[config.mk]
export PLATFORM = sky130hd
export DESIGN_NAME = twsh_top
export DESIGN_NICKNAME = d
export VERILOG_FILES = /design/src/rtl/twsh_pkg.sv /design/src/rtl/twsh_sync.sv /design/src/rtl/twsh_start_det.sv /design/src/rtl/twsh_flags.sv /design/src/rtl/twsh_top.sv
export SDC_FILE = /design/constraint.sdc
export NUM_CORES = 1
export LEC_CHECK = 0
export CELL_PAD_IN_SITES_DETAIL_PLACEMENT = 0
export CELL_PAD_IN_SITES_GLOBAL_PLACEMENT = 1
export CORE_AREA = 2 2 39 41
export CTS_BUF_LIST = sky130_fd_sc_hd__clkbuf_2 sky130_fd_sc_hd__clkbuf_4 sky130_fd_sc_hd__clkbuf_8
export CTS_CLUSTER_SIZE = 28
export DETAILED_ROUTE_END_ITERATION = 8
export DIE_AREA = 0 0 41 43
export PLACE_DENSITY = 0.7
export SLEW_MARGIN = 5
export SYNTH_ARGS = -nofsm -noshare
export SYNTH_HDL_FRONTEND = slang
export SYNTH_SLANG_ARGS = --single-unit
[constraint.sdc]
create_clock -name clk -period 0.8 [get_ports clk]
set_input_delay 0.24 -clock clk [delete_from_list [all_inputs] [get_ports clk]]
set_output_delay 0.24 -clock clk [all_outputs]
set_load 0.01 [all_outputs]
[src/rtl/twsh_pkg.sv]
package twsh_pkg;

    // One sample of the two bus lines
    typedef struct packed {
        logic sda;
        logic scl;
    } bus_lines_t;

    // Idle bus level: both lines released high
    localparam bus_lines_t BUS_IDLE = '{sda: 1'b1, scl: 1'b1};

    // Start: data falls while the clock is high in the newer sample
    function automatic logic is_start(input bus_lines_t older, input bus_lines_t newer);
        return older.sda & ~newer.sda & newer.scl;
    endfunction

endpackage

[src/rtl/twsh_sync.sv]
module twsh_sync
    import twsh_pkg::*;
#(
    parameter int STAGES = 2
) (
    input  logic       clk,
    input  logic       rst,
    input  bus_lines_t raw,
    output bus_lines_t synced
);
    bus_lines_t chain [STAGES];

    generate
        for (genvar g = 0; g < STAGES; g++) begin : g_stage
            always_ff @(posedge clk) begin
                if (rst) begin
                    chain[g] <= BUS_IDLE;
                end else if (g == 0) begin
                    chain[g] <= raw;
                end else begin
                    chain[g] <= chain[(g == 0) ? 0 : g - 1];
                end
            end
        end
    endgenerate

    assign synced = chain[STAGES-1];
endmodule

[src/rtl/twsh_start_det.sv]
module twsh_start_det
    import twsh_pkg::*;
(
    input  logic       clk,
    input  logic       rst,
    input  bus_lines_t synced,
    output logic       start_evt
);
    bus_lines_t prev_q;

    always_ff @(posedge clk) begin
        if (rst) prev_q <= BUS_IDLE;
        else     prev_q <= synced;
    end

    assign start_evt = is_start(prev_q, synced);
endmodule

[src/rtl/twsh_flags.sv]
module twsh_flags (
    input  logic clk,
    input  logic rst,
    input  logic start_evt,
    input  logic scl_low,
    input  logic cnt_ovf,
    input  logic clr_start,
    input  logic clr_ovf,
    input  logic ovf_hold_en,
    output logic start_flag,
    output logic ovf_flag,
    output logic hold_req
);
    logic start_hold_q;

    always_ff @(posedge clk) begin
        if (rst) begin
            start_flag   <= 1'b0;
            ovf_flag     <= 1'b0;
            start_hold_q <= 1'b0;
        end else begin
            // set has priority over the software clear
            if (start_evt)      start_flag <= 1'b1;
            else if (clr_start) start_flag <= 1'b0;

            if (cnt_ovf)        ovf_flag <= 1'b1;
            else if (clr_ovf)   ovf_flag <= 1'b0;

            // start hold engages once the master has pulled the clock low
            if (clr_start)                    start_hold_q <= 1'b0;
            else if (start_flag && scl_low)   start_hold_q <= 1'b1;
        end
    end

    assign hold_req = start_hold_q | (ovf_flag & ovf_hold_en);
endmodule

[src/rtl/twsh_top.sv]
module twsh_top
    import twsh_pkg::*;
#(
    parameter int SYNC_STAGES = 2
) (
    input  logic clk,
    input  logic rst,
    input  logic sda_in,
    input  logic scl_in,
    input  logic shift_msb,
    input  logic scl_data_low,
    input  logic cnt_ovf,
    input  logic clr_start,
    input  logic clr_ovf,
    input  logic start_ie,
    input  logic ovf_ie,
    input  logic ovf_hold_en,
    output logic start_flag,
    output logic ovf_flag,
    output logic irq,
    output logic cnt_reset,
    output logic scl_pull_low,
    output logic sda_pull_low
);
    bus_lines_t raw_lines;
    bus_lines_t sync_lines;
    logic       start_evt;
    logic       hold_req;

    assign raw_lines = '{sda: sda_in, scl: scl_in};

    twsh_sync #(.STAGES(SYNC_STAGES)) i_sync (
        .clk    (clk),
        .rst    (rst),
        .raw    (raw_lines),
        .synced (sync_lines)
    );

    twsh_start_det i_det (
        .clk       (clk),
        .rst       (rst),
        .synced    (sync_lines),
        .start_evt (start_evt)
    );

    twsh_flags i_flags (
        .clk         (clk),
        .rst         (rst),
        .start_evt   (start_evt),
        .scl_low     (~sync_lines.scl),
        .cnt_ovf     (cnt_ovf),
        .clr_start   (clr_start),
        .clr_ovf     (clr_ovf),
        .ovf_hold_en (ovf_hold_en),
        .start_flag  (start_flag),
        .ovf_flag    (ovf_flag),
        .hold_req    (hold_req)
    );

    assign cnt_reset    = start_evt;
    // wired-AND on the bus: any low request wins
    assign scl_pull_low = hold_req | scl_data_low;
    assign sda_pull_low = ~shift_msb;
    assign irq          = (start_flag & start_ie) | (ovf_flag & ovf_ie);
endmodule

==> results.md <==
* Fin crit period at 1.19 ns
* NumNets Final at 65
* Num CTS Buffers at 3
* Design Area, Final at 532 um^2
* Dominant cell type by area after synthesis: dfxtp_1
* Critical path's largest stage delay at 0.33 ns
* Vias in the first global route at 250
* Reg power frac at 49.7%
* Initial DRC Count at 0
* HP Class: flip-flop to flip-flop
* Layout cell share with drive strength beyond 1 at 51.0%
* Area growth syn-to-layout at 96.8%
* Via density at 3.96
* Mux share of post-synthesis cell area at 0%
* GRT Overall Usage at 7.66%
* Ant. Diodes at 0
* First-pass GRT wire length at 869 um
* Htree depth at 1
* Ports at 18
* Yosys reg bits at 8
* Antenna-violating nets left at 0
* Sw frac at 19.8%
* # rows at 14
* Pin count of the biggest net entering global routing at 9
* Synth Instances at 25
* VDD IR max at 0.773 mV
* Synth cell types at 12
* Crit. End Element: primary output
* RSZ-0062 raised after global routing: true
* Least-Margin Pin Slew at 0.232 ns
* Delay-heaviest family, CP: flip-flops
* Starting Density at 19.5%
* Die width at 41 um
* Cell Pwr Density at 1600 nW/um^2
* Internal power at 0.683 mW
* Seq/Total Area, Yosys at 59.3%
* Commonest non-fill, non-tap cell in the layout: dfxtp_1
* Die ar. at 1760 um^2
* Crit Path Max Fanout at 3
* Max-cap violation count at 0
* Status: complete, but fails checks
* Total power at 0.851 mW
* # port buffers at 17
* Main combinational cell family by area after synthesis: simple AND/OR/NAND/NOR gates
* Post-route setup slack at -0.387 ns
* Final hold vios at 0
* Failing checks: negative setup slack
* Lkg Pwr at 0.260 nW
* Top cell type's share of synthesized area at 59.3%
* Cell Area, Placed at 493 um^2
* Die height at 43 um
* Startpoint Class: flip-flop
* Fmax at 842 MHz
* Synth Area in XOR/XNOR at 0%
* Setup Viol. Count Final at 7
* Clock sinks at 8
* Final WL at 538 um
* Wire length per cell at 8.03 um
* Clock share of power at 33.9%
* Post-synthesis compound-gate area fraction at 14.8%
* Synth warn at 0
* Slowest-stage cell, CP: dfxtp_2
* Final Cycle Share at 148%
* Main area contributors after synthesis: dfxtp_1 (59%), or2_2 (12%), nor2b_1 (4.6%), o21ba_1 (3.7%), a211o_1 (3.2%)
* Clock tree buffer depth at 2
* Post-DP HPWL at 396 um
* DR pass1 iterations at 1
* CTS Hold Buffers Added at 0
* Mapped Area at 270 um^2
* Mapped Avg Cell Area at 10.8 um^2
* Synth Area in Simple Gates at 23.1%
* CTS tree: yes
* Adder-Cell Fraction of Synth Area at 0%
* Clk_lat worst skew at 0.24 ns
* Worst rel slew slack at 84.5%
* Critical path arrival at 0.95 ns
* CP Cell Sequence: a211o_1 -> buf_2
* Via count at 265
* Final design utilization at 38.4%
* Buf/Inv on CP at 1
* Grt ovf at 0
* Critical Path RT at 0.56 ns
* Critical path class: flip-flop to primary output
* Commonest cells after routing, fill and taps aside: dfxtp_1 (6), or2_2 (5), clkdlybuf4s50_1 (5), dlygate4sd2_1 (5), buf_6 (5)
* Reg clk slew, reported paths at 0.05 ns
* Residual DRC at 0
* Combinational cell fraction of total power at 16.4%
* Reg-to-reg slack, setup at -0.12 ns
* Max Slew Vio Count at 0
* GP Congestion at 0.540
* Worst Skew at 0.00390 ns
* Core area at 1380 um^2
* P_sw at 0.169 mW
* Fill count at 150
* Syn nets at 37
* Initial antenna violation count at 0
* Root Buffer: clkbuf_4
-- routing by layer --
| layer | wire, um | global-route usage [%] |
|---|---|---|
| met5 | 0 | 0 |
| met4 | 4 | 6.00 |
| met3 | 68 | 4.71 |
| met2 | 240 | 10.6 |
| met1 | 226 | 7.82 |
-- worst register-to-register path: cells and delay by family, from the launching register on --
family | cells | cell delay (ns)
buffers and inverters | 2 | 0.21
AOI/OAI and AO/OA | 1 | 0.17
DFF | 1 | 0.32
and+or+nand+nor | 1 | 0.11
-- cell usage after synthesis --
master and count:
dfxtp_1 8, or2_2 5, inv_1 2, nor2b_1 2, a211o_1 1, a21oi_1 1
a22o_1 1, and3b_1 1, nand2b_1 1, nor2_1 1, o21a_1 1, o21ba_1 1
-- registers in the layout, indices dropped and copies added, names as in the netlist --
name	count
i_det.prev_q	1
i_flags.ovf_flag	1
i_flags.start_flag	1
i_flags.start_hold_q	1
i_sync.chain	4
-- power groups by stage --
stage	Clock, mW	Combinational (mW)	Sequential [mW]
global placement	0	0.137	0.431
global route	0.324	0.154	0.424
detailed placement	0	0.139	0.432
CTS	0.309	0.128	0.424
floorplan	0	0.0327	0.433
finish	0.288	0.140	0.423
-- worst paths after layout --
kind	cells after the start	startpoint	to
max reg2reg	4	i_flags.start_flag	i_flags.start_hold_q
min	1	i_sync.chain[0][0]	i_sync.chain[1][0]
max	2	i_flags.ovf_flag	scl_pull_low
min reg2reg	1	i_sync.chain[0][0]	i_sync.chain[1][0]
-- stage by stage --
step	TNS [ns]	hold slack (ns)	setup slack (ns)	cells
3_3_place_gp	-6.46	0.392	-0.830	62
3_5_place_dp	-6.65	0.395	-0.837	62
4_1_cts	-1.72	0.409	-0.442	66
2_1_floorplan	-0.0543	0.302	-0.0543	25
6_report	-1.84	0.410	-0.387	67
5_1_grt	-2.10	0.417	-0.428	67
-- cell type report --
cell class              instances  area, um^2  area share (%)
repair buffers                 23         198            37.2
flip-flops and latches          8         163            30.6
multi-input cells              15         121            22.8
clock buffers                   3        22.5            4.24
well taps                      16        20.0            3.76
inverters                       2        7.51            1.41
-- cells by family after synthesis --
group	after synthesis
AO/OA/AOI/OAI	5
buffers and inverters	2
AND/OR/NAND/NOR	10
flip-flops	8
-- repair_timing --
action / 4_1_cts / 5_1_grt
gates resized for setup: 35 / 7
buffers inserted: 1 / 2
pin swaps: 2 / 4
hold endpoints to repair: 0 / 0
endpoints found under the setup margin: 14 / 9
cloned: 0 / 0
(Power assumes the default switching activity.)
